===== src/rtl/pkey_pkg.sv =====
package pkey_pkg;
  localparam int KEY_W    = 4;
  localparam int NUM_KEYS = 1 << KEY_W;
  localparam int RIGHTS_W = 2 * NUM_KEYS;
  localparam int IDX_W    = 4;
  localparam int MASK_N   = 1 << IDX_W;

  typedef struct packed {
    logic lma;
    logic uen;
    logic sen;
    logic wp;
  } pk_ctl_t;

  // mask index layout: {fetch, address user-mode, access user-mode, write}
  typedef struct packed {
    logic fetch;
    logic addr_user;
    logic acc_user;
    logic write;
  } pk_idx_t;
endpackage


===== src/rtl/pkey_mask_gen.sv =====
module pkey_mask_gen
  import pkey_pkg::*;
#(
  parameter int N_ENT = MASK_N
) (
  input  logic                     clk,
  input  logic                     rst,
  input  logic                     ctl_wr,
  input  pk_ctl_t                  ctl,
  input  logic [$clog2(N_ENT)-1:0] rd_idx,
  output logic [1:0]               rd_entry
);
  localparam int IW = $clog2(N_ENT);

  logic [N_ENT-1:0][1:0] nxt;
  logic [N_ENT-1:0][1:0] mask_q;

  genvar e;
  generate
    for (e = 0; e < N_ENT; e++) begin : g_ent
      localparam logic [IW-1:0] I = IW'(e);
      logic en;
      // fetch slots stay empty; address class picks its enable
      assign en = ctl.lma & ~I[3] & (I[2] ? ctl.uen : ctl.sen);
      assign nxt[e] = {en & I[0] & (I[1] | ctl.wp), en};


      user_gate_chk: assert property (@(posedge clk) disable iff (rst)
        (ctl_wr && I[2] && !ctl.uen) |=> (mask_q[e] == 2'b00));
    end
  endgenerate

  always_ff @(posedge clk) begin
    if (rst) begin
      mask_q <= '0;
    end else if (ctl_wr) begin
      mask_q <= nxt;
    end
  end

  assign rd_entry = mask_q[rd_idx];


  lma_off_chk: assert property (@(posedge clk) disable iff (rst)
    (ctl_wr && !ctl.lma) |=> ($countones(mask_q) == 0));
endmodule


===== src/rtl/pkey_rights_sel.sv =====
module pkey_rights_sel
  import pkey_pkg::*;
#(
  parameter int LEVELS = 5,
  parameter int KW     = KEY_W
) (
  input  logic [LEVELS-1:0]    walk_us,
  input  logic [KW-1:0]        key,
  input  logic [2*(1<<KW)-1:0] rights_user,
  input  logic [2*(1<<KW)-1:0] rights_sup,
  output logic                 addr_user,
  output logic [1:0]           pair
);
  logic [2*(1<<KW)-1:0] reg_sel;

  assign addr_user = &walk_us;
  assign reg_sel   = addr_user ? rights_user : rights_sup;
  assign pair      = reg_sel[{key, 1'b0} +: 2];
endmodule


===== src/rtl/pkey_verdict.sv =====
module pkey_verdict (
  input  logic       clk,
  input  logic       rst,
  input  logic       chk_valid,
  input  logic       walk_present,
  input  logic       walk_rsvd,
  input  logic [1:0] mask_entry,
  input  logic [1:0] pair,
  output logic       res_valid,
  output logic       res_fault,
  output logic [1:0] res_rights
);
  logic terminal;
  logic fault_c;

  assign terminal = ~walk_present | walk_rsvd;
  assign fault_c  = ~terminal & |(mask_entry & pair);

  always_ff @(posedge clk) begin
    if (rst) begin
      res_valid  <= 1'b0;
      res_fault  <= 1'b0;
      res_rights <= 2'b00;
    end else begin
      res_valid <= chk_valid;
      res_fault <= chk_valid & fault_c;
      if (chk_valid) res_rights <= pair;
    end
  end


  terminal_quiet_chk: assert property (@(posedge clk) disable iff (rst)
    (chk_valid && terminal) |=> !res_fault);


  strobe_chk: assert property (@(posedge clk) disable iff (rst)
    chk_valid |=> res_valid);
endmodule


===== src/rtl/pkey_guard.sv =====
module pkey_guard
  import pkey_pkg::*;
#(
  parameter int LEVELS = 5
) (
  input  logic                clk,
  input  logic                rst,
  input  logic                ctl_wr,
  input  logic                ctl_lma,
  input  logic                ctl_uen,
  input  logic                ctl_sen,
  input  logic                ctl_wp,
  input  logic                chk_valid,
  input  logic [KEY_W-1:0]    pte_key,
  input  logic [LEVELS-1:0]   walk_us,
  input  logic                walk_present,
  input  logic                walk_rsvd,
  input  logic                acc_fetch,
  input  logic                acc_user,
  input  logic                acc_write,
  input  logic [RIGHTS_W-1:0] rights_user,
  input  logic [RIGHTS_W-1:0] rights_sup,
  output logic                res_valid,
  output logic                res_fault,
  output logic [1:0]          res_rights
);
  pk_ctl_t    ctl;
  pk_idx_t    idx;
  logic       addr_user;
  logic [1:0] pair;
  logic [1:0] mask_entry;

  assign ctl = '{lma: ctl_lma, uen: ctl_uen, sen: ctl_sen, wp: ctl_wp};
  assign idx = '{fetch: acc_fetch, addr_user: addr_user,
                 acc_user: acc_user, write: acc_write};

  pkey_rights_sel #(.LEVELS(LEVELS), .KW(KEY_W)) u_sel (
    .walk_us     (walk_us),
    .key         (pte_key),
    .rights_user (rights_user),
    .rights_sup  (rights_sup),
    .addr_user   (addr_user),
    .pair        (pair)
  );

  pkey_mask_gen #(.N_ENT(MASK_N)) u_mask (
    .clk      (clk),
    .rst      (rst),
    .ctl_wr   (ctl_wr),
    .ctl      (ctl),
    .rd_idx   (idx),
    .rd_entry (mask_entry)
  );

  pkey_verdict u_verdict (
    .clk          (clk),
    .rst          (rst),
    .chk_valid    (chk_valid),
    .walk_present (walk_present),
    .walk_rsvd    (walk_rsvd),
    .mask_entry   (mask_entry),
    .pair         (pair),
    .res_valid    (res_valid),
    .res_fault    (res_fault),
    .res_rights   (res_rights)
  );


  fetch_quiet_chk: assert property (@(posedge clk) disable iff (rst)
    (chk_valid && acc_fetch) |=> !res_fault);


  fault_needs_bit_chk: assert property (@(posedge clk) disable iff (rst)
    res_fault |-> (res_rights != 2'b00));


  no_stray_valid_chk: assert property (@(posedge clk) disable iff (rst)
    !chk_valid |=> !res_valid);
endmodule


===== config.mk =====
export PLATFORM = sky130hd
export DESIGN_NAME = pkey_guard
export DESIGN_NICKNAME = d
export VERILOG_FILES = /design/src/rtl/pkey_pkg.sv /design/src/rtl/pkey_mask_gen.sv /design/src/rtl/pkey_rights_sel.sv /design/src/rtl/pkey_verdict.sv /design/src/rtl/pkey_guard.sv
export SDC_FILE = /design/constraint.sdc
export NUM_CORES = 1
export LEC_CHECK = 0
export CAP_MARGIN = 10
export CORE_UTILIZATION = 40
export CTS_CLUSTER_DIAMETER = 100
export DETAILED_ROUTE_END_ITERATION = 8
export DONT_BUFFER_PORTS = 1
export SYNTH_ARGS = -nofsm -noshare
export SYNTH_HDL_FRONTEND = slang
export SYNTH_SLANG_ARGS = --single-unit
export TNS_END_PERCENT = 50

===== constraint.sdc =====
create_clock -name clk -period 2.45 [get_ports clk]
set_input_delay 0.49 -clock clk [delete_from_list [all_inputs] [get_ports clk]]
set_output_delay 0.49 -clock clk [all_outputs]
set_load 0.01 [all_outputs]

==> results of run 1 <==
[logic make-up after synthesis]
kind of cell	after synthesis	share of synthesized area [%]
simple gates	16	12.5
flops	8	19.3
buf+inv	4	2.26
mux	24	60.9
compound gates	7	4.98
[state kept, by name (all words and copies together), names as in the netlist]
name / cells
u_verdict.res_fault: 1
u_verdict.res_valid: 1
u_mask.mask_q: 4
u_verdict.res_rights: 2
[power breakdown]
group          leakage, uW  internal (uW)  switching [uW]
registers        0.0000656            136            5.39
clock network    0.0000138           56.2            46.1
logic             0.000204           59.9            17.2
total             0.000284            252            68.7
[how the worst max path moves through the flow]
stage	startpoint	endpoint	slack [ns]	cells after the start
final	walk_us[0]	u_verdict.res_fault$_SDFF_PP0_	0.35	6
after floorplan	pte_key[0]	u_verdict.res_rights[0]$_SDFFE_PP0P_	0.18	6
after detailed placement	walk_us[0]	u_verdict.res_fault$_SDFF_PP0_	0.06	6
after global placement	walk_us[0]	u_verdict.res_fault$_SDFF_PP0_	0.08	6
after CTS	walk_us[0]	u_verdict.res_fault$_SDFF_PP0_	0.33	6
after global routing	walk_us[0]	u_verdict.res_fault$_SDFF_PP0_	0.26	6
[stage by stage]
stage	hold slack (ns)	power [uW]	std cells	setup WS, ns
global route	0.282	337	87	0.260
finish	0.295	321	87	0.346
global placement	0.453	221	84	0.0845
floorplan	0.436	220	59	0.183
detailed placement	0.460	222	84	0.0551
CTS	0.289	327	87	0.329
[area by class of cell]
class                   count  area share [%]
repair buffers              1           0.856
flip-flops and latches      8            18.3
multi-input cells          47            74.0
inverters                   1           0.428
clock buffers               3            2.57
well taps                  27            3.85
[cells in the final DEF (no fill, tap or decap)]
cell type                   n
sky130_fd_sc_hd__clkbuf_4   3
sky130_fd_sc_hd__nand4_1    2
sky130_fd_sc_hd__buf_4      1
sky130_fd_sc_hd__nand3_4    1
sky130_fd_sc_hd__nor2b_1    1
sky130_fd_sc_hd__nand3_1    3
sky130_fd_sc_hd__dfxtp_1    8
sky130_fd_sc_hd__a21oi_1    4
sky130_fd_sc_hd__inv_1      1
sky130_fd_sc_hd__a211oi_1   2
sky130_fd_sc_hd__mux2i_1    2
sky130_fd_sc_hd__nor2_1     2
sky130_fd_sc_hd__o22ai_1    1
sky130_fd_sc_hd__nand2b_1   4
sky130_fd_sc_hd__mux2_2     1
sky130_fd_sc_hd__nor4bb_1   1
sky130_fd_sc_hd__mux4_2    21
sky130_fd_sc_hd__and3_1     1
sky130_fd_sc_hd__nand2_1    1
[routing by layer]
layer,global-route usage (%),routed length (um),share of wire [%]
met1,15.9,617,33
met4,10.3,9,0.49
met2,29.6,998,54
met3,4.53,222,12
met5,0,0,0
==> tab_implementation.tex, run 1 <==
\begin{tabular}{lr}
\hline
Metric & Value \\
\hline
\multicolumn{2}{l}{\textbf{Clocking}} \\
Clock slew at the register clock pins of the worst setup and hold paths & 0.06 ns \\
Post-CTS setup buffer count & 0 \\
Clock Tree Root & sky130\_fd\_sc\_hd\_\_clkbuf\_4 \\
Post-cts hold buffer count & 0 \\
Clock buffer count from CTS & 3 \\
Clock latency reported for the late side of the worst-skew pair & 0.26 ns \\
Number of levels in the clock H-tree & 1 \\
Clock Sinks & 8 \\
CTS tree & done \\
Post-cts repair resize count & 0 \\
Number of buffers between clock root and the deepest sink & 2 \\
\multicolumn{2}{l}{\textbf{Routing}} \\
Average detailed-routed wire length per instance & 21.2 um \\
TritonRoute pass-1 iters & 2 \\
Detail Route Antenna Nets & 0 \\
Violation count after the first detailed-route iteration & 7 \\
Total Wirelength & 1850 um \\
Drt drc & 0 \\
Via density per instance & 6.82 \\
Via count & 593 \\
\multicolumn{2}{l}{\textbf{Setup path}} \\
CP max stage delay & 0.53 ns \\
Critical-path top delay cell & sky130\_fd\_sc\_hd\_\_mux4\_2 \\
Sort of element at the end of the critical path & flip-flop \\
Flop-to-flop setup slack & 1.37 ns \\
Worst setup SP type & input port \\
Worst reg2reg startpoint & u\_mask.mask\_q[2]\$\_SDFFE\_PP0P\_ \\
Critical path class & input port to flip-flop \\
Cells traversed along the worst timing path & and3\_1, nand3\_4, mux4\_2, mux4\_2, mux2i\_1, o22ai\_1 \\
WP data required & 2.59 ns \\
RR Endpoint & u\_verdict.res\_fault\$\_SDFF\_PP0\_ \\
Critical path's most frequent cell & sky130\_fd\_sc\_hd\_\_mux4\_2 \\
Maximum fanout along the worst path & 11 \\
Buf/Inv on CP & 0 \\
Delay-heaviest family, CP & multiplexers \\
Data arrival, critical path & 2.24 ns \\
Worst Reg-to-Reg Cells & 3 \\
\multicolumn{2}{l}{\textbf{Power and ir drop}} \\
Static Leakage & 0.000284 uW \\
Power density over the cells & 366 nW/um\^{}2 \\
Worst ir drop on vdd & 0.000139 V \\
\multicolumn{2}{l}{\textbf{Synth}} \\
Post-synth top flop & sky130\_fd\_sc\_hd\_\_dfxtp\_1 \\
Syn Std Cell Area & 828 sq um \\
Area leader, netlist & sky130\_fd\_sc\_hd\_\_mux4\_2 \\
Share of async-settable or async-resettable flops after synthesis & 0\% \\
Synthesis warning total & 0 \\
Average cell area after synthesis & 14.0 sq um \\
Area fraction of the dominant cell type after synthesis & 57.1\% \\
Leading cell types by total area after synthesis & sky130\_fd\_sc\_hd\_\_mux4\_2 57\%, sky130\_fd\_sc\_hd\_\_dfxtp\_1 19\%, sky130\_fd\_sc\_hd\_\_nand2b\_1 3.0\%, sky130\_fd\_sc\_hd\_\_a21oi\_1 2.4\%, sky130\_fd\_sc\_hd\_\_mux2i\_1 2.4\% \\
Number of enable flip-flop cells after synthesis & 0 \\
Post-synthesis net count & 145 \\
Most common cell in the synthesized netlist & sky130\_fd\_sc\_hd\_\_mux4\_2 \\
\#FFs+latches synth & 8 \\
Cell count after synthesis & 59 \\
Synth unique cells & 18 \\
Sequential-to-total area share from yosys stat & 19.3\% \\
Synth top cells by count & 21 x sky130\_fd\_sc\_hd\_\_mux4\_2, 8 x sky130\_fd\_sc\_hd\_\_dfxtp\_1, 4 x sky130\_fd\_sc\_hd\_\_a21oi\_1, 4 x sky130\_fd\_sc\_hd\_\_nand2b\_1 \\
\multicolumn{2}{l}{\textbf{Floorplanning}} \\
Die Y & 47.5 um \\
Boundary Pins & 90 \\
Floorplan die area & 2260 sq um \\
Core area & 1960 sq um \\
Die boundary width & 47.5 um \\
Initial cell density of the core & 42.2\% \\
Number of placement rows & 16 \\
\multicolumn{2}{l}{\textbf{Cells and area}} \\
Post-route standard cell area excluding fillers & 877 sq um \\
Net count of the finished layout & 148 \\
Final standard cell utilization of the core & 44.7\% \\
Area of all sequential standard cells & 160 sq um \\
Fraction of final layout cells with drive strength greater than 1 & 45.0\% \\
Filler Cell Count & 192 \\
Area growth from synthesis to final layout & 5.89\% \\
Ant diodes & 0 \\
Area of the multi-input gates & 649 sq um \\
\multicolumn{2}{l}{\textbf{STA}} \\
Number of pins with negative max-slew slack in the final report & 0 \\
Crit share post-route & 85.9\% \\
Layout Skew & 0.00740 ns \\
Setup repair after global routing missed its margin & no \\
Achievable frequency & 0.475 GHz \\
Worst-margin pin slew & 0.397 ns \\
Finish-stage setup viols & 0 \\
Final-report hold violation count & 0 \\
Rel. slew slack & 73.2\% \\
Setup TNS after final layout & 0 ns \\
Post-layout min period & 2.10 ns \\
\multicolumn{2}{l}{\textbf{GRT}} \\
GR Util All Layers & 16.2\% \\
Number of antenna violations at the first check in global routing & 0 \\
First-pass GRT wire length & 2410 um \\
Number of global-route vias before repair & 585 \\
GR Overflow Total & 0 \\
Maximum number of pins on one net before global-route repair & 17 \\
\multicolumn{2}{l}{\textbf{Hold path}} \\
Hold Path Origin & rst \\
Worst hold path endpoint & u\_mask.mask\_q[2]\$\_SDFFE\_PP0P\_ \\
Number of cells traversed by the worst hold path & 1 \\
Class of the most critical hold timing path & input port to flip-flop \\
\multicolumn{2}{l}{\textbf{Placed design}} \\
Detailed Place HPWL & 1650 um \\
Port Buffer Count & 0 \\
Area post-placement & 855 sq um \\
Placer Congestion & 0.634 \\
\multicolumn{2}{l}{\textbf{Job}} \\
Max capacitance violation total & 0 \\
\multicolumn{2}{l}{\textbf{Run status}} \\
Outcome & completed \\
\hline
\end{tabular}
No activity file was read; power rests on OpenSTA's default activity.
==> run 2: changes to the inputs <==
CORE_UTILIZATION = 45   (was 40)
==> run 2 against run 1 <==
Sequential power hardly changed. Worst hold slack got worse by 0.0011 ns. Setup slack improved by 0.072 ns. Global-route usage grew 2.1 points. Sequential cell count unchanged. Via count increased by 1.0%. Highest routed layer unchanged. Largest cell class unchanged. Largest power group unchanged. Clock skew shrank 0.0031 ns.
==> tab_implementation.tex, run 2 (same netlist as run 1, synthesis figures left out) <==
\begin{tabular}{lr}
\hline
Metric & Value \\
\hline
\multicolumn{2}{l}{\textbf{STA}} \\
Setup repair after global routing missed its margin & no \\
Finish-stage setup viols & 0 \\
Achievable frequency & 0.492 GHz \\
Post-layout min period & 2.03 ns \\
Setup ws final & 0.418 ns \\
Worst Hold Slack & 0.294 ns \\
Number of pins with negative max-slew slack in the final report & 0 \\
Final-report hold violation count & 0 \\
Setup TNS after final layout & 0 ns \\
Layout Skew & 0.00432 ns \\
Rel. slew slack & 71.4\% \\
Worst-margin pin slew & 0.423 ns \\
Crit share post-route & 83.0\% \\
\multicolumn{2}{l}{\textbf{Setup path}} \\
Delay-heaviest family, CP & multiplexers \\
Cells traversed along the worst timing path & and3\_1, nand3\_4, mux4\_2, mux4\_2, mux2i\_1, o22ai\_1 \\
Critical-path top delay cell & sky130\_fd\_sc\_hd\_\_mux4\_2 \\
CP max stage delay & 0.54 ns \\
Worst setup SP type & input port \\
Buf/Inv on CP & 0 \\
Critical path's most frequent cell & sky130\_fd\_sc\_hd\_\_mux4\_2 \\
Critical path class & input port to flip-flop \\
Data arrival, critical path & 2.17 ns \\
WP data required & 2.58 ns \\
Maximum fanout along the worst path & 11 \\
Sort of element at the end of the critical path & flip-flop \\
\multicolumn{2}{l}{\textbf{Cells and area}} \\
Most common cell after layout, fill and taps aside & sky130\_fd\_sc\_hd\_\_mux4\_2 \\
Area of all sequential standard cells & 160 sq um \\
Register bank with the most flops & u\_mask.mask\_q \\
Area of the multi-input gates & 649 sq um \\
Fraction of final layout cells with drive strength greater than 1 & 45.0\% \\
Final standard cell utilization of the core & 50.7\% \\
Filler Cell Count & 166 \\
Number of flip-flops under the largest register name & 4 \\
Registers with the most flip-flops & u\_mask.mask\_q: 4 flops, u\_verdict.res\_rights: 2 flops \\
Area growth from synthesis to final layout & 5.59\% \\
Ant diodes & 0 \\
Commonest non-fill, non-tap cells in the layout & 21 x sky130\_fd\_sc\_hd\_\_mux4\_2, 8 x sky130\_fd\_sc\_hd\_\_dfxtp\_1, 4 x sky130\_fd\_sc\_hd\_\_nand2b\_1, 4 x sky130\_fd\_sc\_hd\_\_a21oi\_1 \\
Net count of the finished layout & 148 \\
\multicolumn{2}{l}{\textbf{GRT}} \\
GR Util All Layers & 18.3\% \\
Number of antenna violations at the first check in global routing & 0 \\
Maximum number of pins on one net before global-route repair & 17 \\
GR Overflow Total & 0 \\
First-pass GRT wire length & 2600 um \\
Number of global-route vias before repair & 605 \\
\multicolumn{2}{l}{\textbf{Clocking}} \\
Post-cts hold buffer count & 0 \\
Number of buffers between clock root and the deepest sink & 2 \\
Post-cts repair resize count & 0 \\
Clock Sinks & 8 \\
Clock buffer count from CTS & 3 \\
Clock latency reported for the late side of the worst-skew pair & 0.26 ns \\
Number of levels in the clock H-tree & 1 \\
CTS tree & done \\
Clock slew at the register clock pins of the worst setup and hold paths & 0.05 ns \\
Post-CTS setup buffer count & 0 \\
Clock Tree Root & sky130\_fd\_sc\_hd\_\_clkbuf\_4 \\
\multicolumn{2}{l}{\textbf{Power and ir drop}} \\
Worst ir drop on vdd & 0.000140 V \\
Internal portion of total power & 252 uW \\
Power density over the cells & 365 nW/um\^{}2 \\
Power after layout & 319 uW \\
Part of the total power dissipated in sequential elements & 44.5\% \\
Part of the power in the clock network & 31.4\% \\
Static Leakage & 0.000284 uW \\
Switching Share & 20.9\% \\
Switching component of the power & 66.6 uW \\
Comb pwr share & 24.1\% \\
\multicolumn{2}{l}{\textbf{Routing}} \\
Met1 layer wirelength in the final routing & 614 um \\
Uppermost routed layer & met4 \\
Detail Route Antenna Nets & 0 \\
Via density per instance & 7.05 \\
TritonRoute pass-1 iters & 4 \\
Length of routed met3 wiring & 246 um \\
Average detailed-routed wire length per instance & 21.9 um \\
Length of routed met2 wiring & 947 um \\
Via count & 599 \\
Total Wirelength & 1860 um \\
Violation count after the first detailed-route iteration & 7 \\
Drt drc & 0 \\
\multicolumn{2}{l}{\textbf{Floorplanning}} \\
Number of placement rows & 15 \\
Initial cell density of the core & 48.0\% \\
Die boundary width & 44.9 um \\
Boundary Pins & 90 \\
Core area & 1730 sq um \\
Floorplan die area & 2020 sq um \\
Die Y & 44.9 um \\
\multicolumn{2}{l}{\textbf{Placed design}} \\
Detailed Place HPWL & 1620 um \\
Placer Congestion & 0.717 \\
Port Buffer Count & 0 \\
Pre-CTS worst setup slack & 0.127 ns \\
\multicolumn{2}{l}{\textbf{Job}} \\
Max capacitance violation total & 0 \\
\multicolumn{2}{l}{\textbf{Run status}} \\
Outcome & completed \\
\multicolumn{2}{l}{\textbf{Hold path}} \\
Class of the most critical hold timing path & input port to flip-flop \\
\hline
\end{tabular}
run 2: worst register-to-register path, delay by kind of cell, from the launching register on:
family | cells | cell delay (ns)
AND/OR/NAND/NOR | 1 | 0.09
AO/OA/AOI/OAI | 1 | 0.07
flip-flops | 1 | 0.32
multiplexers | 1 | 0.46
run 2: path summary, 6_finish.rpt:
check                                  from                             end  slack (ns)  cells after the start
min reg2reg  u_mask.mask_q[11]$_SDFFE_PP0P_  u_mask.mask_q[11]$_SDFFE_PP0P_        0.47                      2
max                              walk_us[0]  u_verdict.res_fault$_SDFF_PP0_        0.42                      6
min                                     rst  u_mask.mask_q[11]$_SDFFE_PP0P_        0.29                      1
max reg2reg   u_mask.mask_q[2]$_SDFFE_PP0P_  u_verdict.res_fault$_SDFF_PP0_        1.38                      3
run 2: area by class of cell:
| cell class | instances | area share [%] |
|---|---|---|
| sequential | 8 | 18.3 |
| clock buffer | 3 | 2.58 |
| tap | 25 | 3.58 |
| timing repair buffer | 1 | 0.858 |
| multi-input combinational | 47 | 74.2 |
| inverter | 1 | 0.429 |
run 2: routing by layer:
| layer | up-vias | track usage (%) |
|---|---|---|
| li1 | 264 | - |
| met1 | 278 | 23.4 |
| met2 | 49 | 28.2 |
| met3 | 8 | 4.40 |
| met4 | 0 | 11.5 |
| met5 | - | 0 |
run 2: per-stage QoR:
step                std cells  cell area [sq um]
floorplan                  59                828
global placement           82                852
detailed placement         82                852
CTS                        85                875
global route               85                875
finish                     85                875
run 2: power by group through the flow:
stage	sequential (uW)	combinational, uW	clock [uW]
2_1_floorplan	143	76.8	0
3_3_place_gp	145	76.1	0
3_5_place_dp	145	77.8	0
4_1_cts	142	77.9	103
5_1_grt	142	82.5	109
6_report	142	76.8	100
